### src/rtl/mbox_msg_engine.sv
module mbox_msg_engine #(
  parameter int MAX_WORDS   = 8,
  parameter int NCH         = 4,
  parameter int TIMEOUT_CYC = 1250000,
  localparam int IW = $clog2(MAX_WORDS),
  localparam int CW = $clog2(NCH),
  localparam int TW = $clog2(TIMEOUT_CYC + 1)
) (
  input  logic                   clk,
  input  logic                   rst_n,
  input  logic                   start,
  input  logic                   no_resp,
  input  logic [MAX_WORDS*32-1:0] req_msg,
  output logic                   busy,
  output logic                   done,
  output logic [1:0]             status,
  output logic [MAX_WORDS*32-1:0] rsp_msg,
  output logic                   ctl_clr,
  input  logic [NCH-1:0]         tx_empty,
  output logic [NCH-1:0]         tx_wr,
  output logic [31:0]            tx_data,
  input  logic [NCH-1:0]         rx_full,
  output logic [NCH-1:0]         rx_rd,
  input  logic [NCH*32-1:0]      rx_data
);
  localparam logic [1:0] ST_OK = 2'd0, ST_INV = 2'd1, ST_TMO = 2'd2, ST_IOE = 2'd3;

  typedef enum logic [1:0] {S_IDLE, S_TX, S_RX, S_DONE} state_t;
  state_t st;

  logic [31:0]   msg [MAX_WORDS];
  logic [31:0]   rsp [MAX_WORDS];
  logic [IW-1:0] idx;
  logic [7:0]    tsize, rsize;
  logic          nresp, init_q;
  logic [TW-1:0] tmr;
  logic [1:0]    status_q;

  logic [CW-1:0] ch;
  logic [31:0]   cur_rx;
  logic [7:0]    nxt, rx_lim, lowb;
  logic          last_tx, last_rx, hdr_bad;

  assign ch      = idx[CW-1:0];
  assign cur_rx  = rx_data[ch*32 +: 32];
  assign nxt     = 8'(idx) + 8'd1;
  assign last_tx = nxt >= tsize;
  assign rx_lim  = (idx == '0) ? cur_rx[15:8] : rsize;
  assign last_rx = nxt >= rx_lim;
  assign hdr_bad = cur_rx[15:8] > 8'(MAX_WORDS);
  assign lowb    = (idx == IW'(1)) ? cur_rx[7:0] : rsp[1][7:0];

  assign tx_wr   = (st == S_TX && tx_empty[ch]) ? (NCH'(1) << ch) : '0;
  assign rx_rd   = (st == S_RX && rx_full[ch])  ? (NCH'(1) << ch) : '0;
  assign tx_data = msg[idx];
  assign busy    = (st == S_TX) || (st == S_RX);
  assign done    = (st == S_DONE);
  assign status  = status_q;
  assign ctl_clr = init_q;

  for (genvar g = 0; g < MAX_WORDS; g++) begin : g_rsp
    assign rsp_msg[g*32 +: 32] = rsp[g];
  end

  always_ff @(posedge clk or negedge rst_n) begin
    if (!rst_n) begin
      st       <= S_IDLE;
      idx      <= '0;
      tsize    <= '0;
      rsize    <= '0;
      nresp    <= 1'b0;
      init_q   <= 1'b1;
      tmr      <= '0;
      status_q <= ST_OK;
      for (int i = 0; i < MAX_WORDS; i++) begin
        msg[i] <= '0;
        rsp[i] <= '0;
      end
    end else begin
      init_q <= 1'b0;
      case (st)
        S_IDLE: if (start) begin
          for (int i = 0; i < MAX_WORDS; i++) begin
            msg[i] <= req_msg[i*32 +: 32];
            rsp[i] <= '0;
          end
          tsize <= req_msg[15:8];
          nresp <= no_resp;
          idx   <= '0;
          tmr   <= TW'(TIMEOUT_CYC - 1);
          if (req_msg[15:8] > 8'(MAX_WORDS)) begin
            status_q <= ST_INV;
            st       <= S_DONE;
          end else begin
            st <= S_TX;
          end
        end
        S_TX: if (tx_empty[ch]) begin
          tmr <= TW'(TIMEOUT_CYC - 1);
          if (last_tx) begin
            idx <= '0;
            if (nresp) begin
              status_q <= ST_OK;
              st       <= S_DONE;
            end else begin
              st <= S_RX;
            end
          end else begin
            idx <= idx + 1'b1;
          end
        end else if (tmr == '0) begin
          status_q <= ST_TMO;
          st       <= S_DONE;
        end else begin
          tmr <= tmr - 1'b1;
        end
        S_RX: if (rx_full[ch]) begin
          tmr      <= TW'(TIMEOUT_CYC - 1);
          rsp[idx] <= cur_rx;
          if (idx == '0) rsize <= cur_rx[15:8];
          if (idx == '0 && hdr_bad) begin
            rsp[0]   <= '0;
            status_q <= ST_INV;
            st       <= S_DONE;
          end else if (last_rx) begin
            status_q <= (lowb == 8'd0) ? ST_OK : ST_IOE;
            st       <= S_DONE;
          end else begin
            idx <= idx + 1'b1;
          end
        end else if (tmr == '0) begin
          status_q <= ST_TMO;
          st       <= S_DONE;
        end else begin
          tmr <= tmr - 1'b1;
        end
        default: st <= S_IDLE;
      endcase
    end
  end

  assert_tx_onehot_R2: assert property (@(posedge clk) disable iff (!rst_n) $onehot0(tx_wr) && $onehot0(rx_rd));
  assert_tx_wr_empty_R3: assert property (@(posedge clk) disable iff (!rst_n) (tx_wr & ~tx_empty) == '0);
  assert_rx_rd_full_R4: assert property (@(posedge clk) disable iff (!rst_n) (rx_rd & ~rx_full) == '0);
  assert_status_hold_R10: assert property (@(posedge clk) disable iff (!rst_n) !done |-> $stable(status));
  assert_done_idle_R10: assert property (@(posedge clk) disable iff (!rst_n) done |-> !busy);
  assert_init_pulse_R12: assert property (@(posedge clk) disable iff (!rst_n) ctl_clr |=> !ctl_clr);
endmodule

### config.mk
export PLATFORM = sky130hd
export DESIGN_NAME = mbox_msg_engine
export DESIGN_NICKNAME = d
export VERILOG_FILES = /design/src/rtl/mbox_msg_engine.sv
export SDC_FILE = /design/constraint.sdc
export NUM_CORES = 1
export LEC_CHECK = 0
export BUFFER_PORTS_ARGS = -buffer_cell sky130_fd_sc_hd__buf_4
export CAP_MARGIN = 20
export CORE_AREA = 2 2 271 273
export CTS_CLUSTER_SIZE = 14
export DETAILED_ROUTE_END_ITERATION = 8
export DIE_AREA = 0 0 273 275
export GPL_TIMING_DRIVEN = 0
export PLACE_DENSITY = 0.52
export SLEW_MARGIN = 20
export SYNTH_ARGS = -nofsm -noshare
export SYNTH_HDL_FRONTEND = slang
export SYNTH_SLANG_ARGS = --single-unit
### constraint.sdc
create_clock -name clk -period 3.56 [get_ports clk]
set_input_delay 0.356 -clock clk [delete_from_list [all_inputs] [get_ports clk]]
set_output_delay 0.356 -clock clk [all_outputs]
set_load 0.02 [all_outputs]
# == Word level (Yosys, flattened, before mapping) ==
# Cells that the tools add are included.
# W data, S select, Z words.
# totals
regBits,558
in_bits,396
output_inout_bits,301
elab_cells,119
# op_classes
add_sub_neg,3
n_lt_le_gt_ge,7
n_eq_ne,13
shift,2
mux,51
n_bitwise,1
n_reduce_logical,18
# op_table
cell,count
$mux W256,2
$pmux W256 S2,1
$bwmux W256,1
$mux W32,4
$shiftx A128 B8 Y32,1
$bmux W32 S3,1
$demux W32 S3,1
$mux W21,4
$pmux W21 S3,1
$mux W2,18
$logic_not A21 Y1,1
$sub A21 B1 Y21 const B,1
$mux W3,6
$ge A4 B8 Y1,2
$gt A8 B4 Y1 const B,2
$mux W8,2
$pmux W2 S3,2
$reduce_and A6 Y1,2
$pmux W3 S3,1
$logic_not A8 Y1,1
$mux W4,2
$ne A2 B2 Y1 const B,4
$ne A3 B3 Y1 const B,2
$reduce_and A2 Y1,3
21 further kinds,30

# == Longest topological paths before layout ==
# logic_depth
ltp_word,9
mapped_depth,16
depth_no_buf,12

# == Worst setup path before layout ==
# OpenSTA, ideal clock, no wires.
# synth_path
kind,register to register
from,register idx[1]
to,register idx[2]
setup_time_ns,0.122
arrival_ns,3.160
required_time_ns,3.438
path_slack_ns,0.279
stages_incl_launch_ff,17
path_buffers,4
period_less_slack_ns,3.281
cell_sequence,dfrtp_1 > buf_2 > buf_4 > buf_2 > inv_2 > ha_1 > nor2b_1 > clkbuf_1 > nand2_1 > nand2_1 > ha_1 > nand2b_1 > a211oi_1 > o21bai_1 > a31o_1 > a221o_1 > a32o_1
# synth_via
elab_chain_len,5
elab_cells_between_ends,24
cone_classes,add/sub: 2; order compare: 3; eq/ne: 4; shift: 1; mux: 11; reduce/logical: 3
# synth_lines
item,line,source
"start, declared",33,logic [IW-1:0] idx;
"start signal, assigned",109,idx <= idx + 1'b1;
"start signal, assigned",129,idx <= idx + 1'b1;
$shiftx A128 B8 Y32 / $logic_not A3 Y1 (equally long branches),"45, 48",
$mux W8 (*),--,
named net rx_lim[0],41,"logic [7:0] nxt, rx_lim, lowb;"
$ge A4 B8 Y1 (*),49,assign last_rx = nxt >= rx_lim;
$ne A2 B2 Y1 (no source line) (*),--,
$reduce_and A6 Y1 (no source line) (*),--,
# The timed path passes the listed nets; every way through them passes the cells marked *. The select of a mux whose other input is x is not followed.
# A chain may end at the register's enable or synchronous reset.

# == Worst setup path in the final report ==
# layout_path
from,register idx[1]
to,output tx_data[12]
# layout_via
elab_chain_len,4
# layout_lines
item,line,source
$not A3 Y4 (not written as such),55,assign tx_data = msg[idx];
$bmux W32 S3,55,
$mux W32 (not written as such) (2 in series),55,
"end, declared",21,"output logic [31:0] tx_data,"
# No other way between the ends. The select of a mux whose other input is x is not followed.

==> results.md <==
- Largest family of logic cells by synthesized area: compound AO/OA/AOI/OAI gates
- Tcrit/Tclk final: 0.964
- Compound-gate portion of the synthesized area: 0.163
- Power per Cell Area: 777 nW/um^2
- Dpl hpwl: 77.9 mm
- TritonRoute pass-1 iters: 5
- Setup crit end: tx_data[12]
- R2r worst-path depth: 16
- Setup ws final: 0.127 ns
- # clock sinks: 550
- Average wire per standard cell: 27.9 um
- CP arrival: 3.08 ns
- Total leakage power: 16.1 nW
- Asr flop ratio synth: 1.00
- DRC Markers: 0
- Worst Setup SP: idx[1]
- Worst Skew: 0.0213 ns
- Synthesized area per cell: 13.7 um^2
- Syn Nets: 2111
- Met3 Usage GRT: 0.0678
- Die width: 273 um
- Via-per-instance ratio: 5.36
- Mux cell area share after synthesis: 0.161
- Fill cells: 6577
- Post-DP Area: 29900 um^2
- Ys Warns: 0
- Port Buf Inserts: 696
- Die Ht: 275 um
- Met2 usage: 0.477
- Crit Path Class: reg -> out
- FF-to-FF Start: idx[1]
- Cell Chain, Critical Path: buf_6 -> buf_8 -> buf_8 -> buf_4 -> nor3_4 -> clkbuf_8 -> a22oi_1 -> nand4_1 -> buf_6
- Worst Path Required: 3.20 ns
- Netlist cell types: 66
- CTS H-Tree Depth: 2
- Core ar.: 72300 um^2
- Initial drt markers: 1339
- CP Capture Type: output port
- First-pass GRT wire length: 147 mm
- Place WS: -1.20 ns
- Vias in the first global route: 20.8k
- Final Net Count: 3141
- Reg clk slew, reported paths: 0.06 ns
- Max Slew Vio Count: 0
- # setup viols final: 0
- Later-pin clock latency in the skew report: 0.63 ns
- Flops & latches, synth: 550
- Slew HR: 0.367
- WL final: 104 mm
- Root buf cell: clkbuf_16
- # rows: 99
- Fin cells: 3746
- Via Count: 20.1k
- Grt ovf: 0
- Post-synthesis simple-gate area fraction: 0.0434
- Max stage delay on crit path: 0.39 ns
- Top FF cell, synth: dfrtp_1
- Number of max-cap violations: 0
- Antenna Violating Nets Remaining: 0
- Area of the multi-input gates: 8940 um^2
- Busiest metal layer after global routing: met2
- Synth Instances: 1697
- Hold Path Class: in -> async
- Area Overhead vs Synth: 50.2%
- Slew @ Worst Pin: 0.950 ns
- Post-synthesis adder-cell area fraction: 0.00970
- Worst path slowest cell: dfrtp_2
- Post-synth EDFFs: 0
- Crit Path Max Fanout: 10
- CTS tree: done
- Status: completed
- Reg2Reg Setup Slack: 0.14 ns
- Peak supply drop: 443 uV
- CTS buffer count: 61
- XOR/XNOR Fraction of Synth Area: 0.00415
- Design area: 34900 um^2
- Antenna violations before repair: 19
- Gp weighted congestion: 0.867
- Min Clock Period, post-route: 3.43 ns
- Endpoints failing hold: 0
- Critical Path Source Type: flip-flop
- Sequential area share after synthesis: 0.593
- Clk buf depth: 3
- Fmax: 291 MHz
- Initial Utilization: 0.321
- Total Routing Usage GR: 0.270
- RSZ-0062 raised after global routing: false
- Largest net degree at the start of global routing: 102
- Io pins: 697
- Syn Std Cell Area: 23200 um^2
- Reg2reg end: idx[2]
- FF+latch area: 13800 um^2
- Placed Cells incl. Taps: 3361
- GR Util met1: 0.316
- Share of post-route cells with drive strength above 1: 0.421
- Die area: 75100 um^2
==> flip-flops by register name (all words and copies together) (netlist names) <==
register	count
msg	256
rsp_msg	256
tmr	21
rsize	8
idx	3
st	2
status	2
ctl_clr	1
nresp	1
==> layout make-up <==
type | count | area share
sequential | 550 | 0.395
multi-input combinational | 998 | 0.256
timing repair buffer | 970 | 0.231
clock buffer | 94 | 0.0528
tap | 959 | 0.0344
buffer | 129 | 0.0218
clock inverter | 13 | 0.00577
inverter | 17 | 0.00219
antenna | 16 | 0.00115
==> how the worst min path moves through the flow <==
stage	depth (start not counted)	slack, ns	end
after floorplan	0	0.06	idx[0]
after global placement	2	0.46	rsize[1]
after detailed placement	1	0.29	rsp_msg[228]
after CTS	2	0.23	rsp_msg[100]
after global routing	3	0.25	rsp_msg[13]
final	2	0.25	rsp_msg[97]
==> metrics by stage <==
stage,hold slack [ns],setup TNS [ns],total power [mW],util
after CTS,0.226,0,27.2,0.481
after global placement,0.462,-2187.98,20.0,0.410
after global routing,0.254,0,28.4,0.482
after floorplan,0.0604,0,15.4,-
after detailed placement,0.287,-82.54,20.2,0.413
final,0.246,0,27.1,0.482
==> worst max-delay path, delay by kind of cell, from the launching register on <==
family / cells / cell delay [ns]
AOI/OAI and AO/OA: 1 / 0.27
buffers and inverters: 6 / 1.36
DFF: 1 / 0.39
and+or+nand+nor: 2 / 0.40
==> cell usage in the layout (no fill, tap or decap), types with 8 or more instances in the layout <==
| master | netlist | routed |
|---|---|---|
| diode_2 | 0 | 16 |
| mux2_2 | 257 | 257 |
| and3_1 | 9 | 8 |
| clkbuf_4 | 0 | 9 |
| mux2i_1 | 8 | 8 |
| dlygate4sd3_1 | 0 | 258 |
| buf_4 | 1 | 706 |
| clkbuf_8 | 0 | 25 |
| o21ai_0 | 33 | 32 |
| dfrtp_1 | 549 | 547 |
| a21oi_1 | 16 | 16 |
| mux4_2 | 34 | 34 |
| nand3_1 | 9 | 9 |
| clkbuf_16 | 0 | 64 |
| nand2_1 | 47 | 47 |
| clkbuf_1 | 107 | 93 |
| ha_1 | 18 | 17 |
| a22oi_1 | 128 | 125 |
| inv_1 | 14 | 14 |
| buf_2 | 13 | 10 |
| a22o_1 | 245 | 245 |
| nor4_1 | 12 | 12 |
| nor2_1 | 37 | 37 |
| nor3_1 | 16 | 12 |
| nand4_1 | 33 | 33 |
| nand2b_1 | 8 | 8 |
==> power breakdown <==
| group | total [mW] | switching, mW | internal (mW) |
|---|---|---|---|
| clock | 6.51 | 2.63 | 3.88 |
| sequential | 9.38 | 1.17 | 8.21 |
| combinational | 11.2 | 6.53 | 4.67 |
| total | 27.1 | 10.3 | 16.8 |
==> kinds of logic (layout without fill, tap and decap cells) <==
| logic type | Yosys count | count (layout) |
|---|---|---|
| flip-flops | 550 | 550 |
| AO/OA/AOI/OAI | 473 | 473 |
| multiplexers | 299 | 299 |
| AND/OR/NAND/NOR | 196 | 196 |
| buffers and inverters | 149 | 1223 |
| adder cells (fa/ha/maj) | 18 | 18 |
| XOR/XNOR | 11 | 11 |
| other | 1 | 17 |
==> cell usage after synthesis, types with 8 or more instances <==
master	instances	area [um^2]
a21oi_1	16	80.1
a22o_1	245	2150
a22oi_1	128	961
and3_1	9	56.3
buf_1	8	30.0
buf_2	13	65.1
clkbuf_1	107	402
dfrtp_1	549	13700
ha_1	18	225
inv_1	14	52.6
mux2_2	257	2890
mux2i_1	8	80.1
mux4_2	34	766
nand2_1	47	176
nand2b_1	8	50.1
nand3_1	9	45.0
nand4_1	33	206
nor2_1	37	139
nor3_1	16	80.1
nor4_1	12	75.1
o21ai_0	33	165
==> metal layers <==
metal	vias up	wire length [um]
li1	8612	-
met1	10369	39700
met2	885	52700
met3	190	7930
met4	6	4030
met5	-	40
==> timing repair <==
action                     in CTS  in global routing
hold endpoints to repair      297                  0
pin swaps                       2                  2
resized for setup              95                  8
setup buffers                   4                  3
setup endpoints to repair     160                 34
hold buffers                  258                  0
No activity file was read; power rests on OpenSTA's default activity.
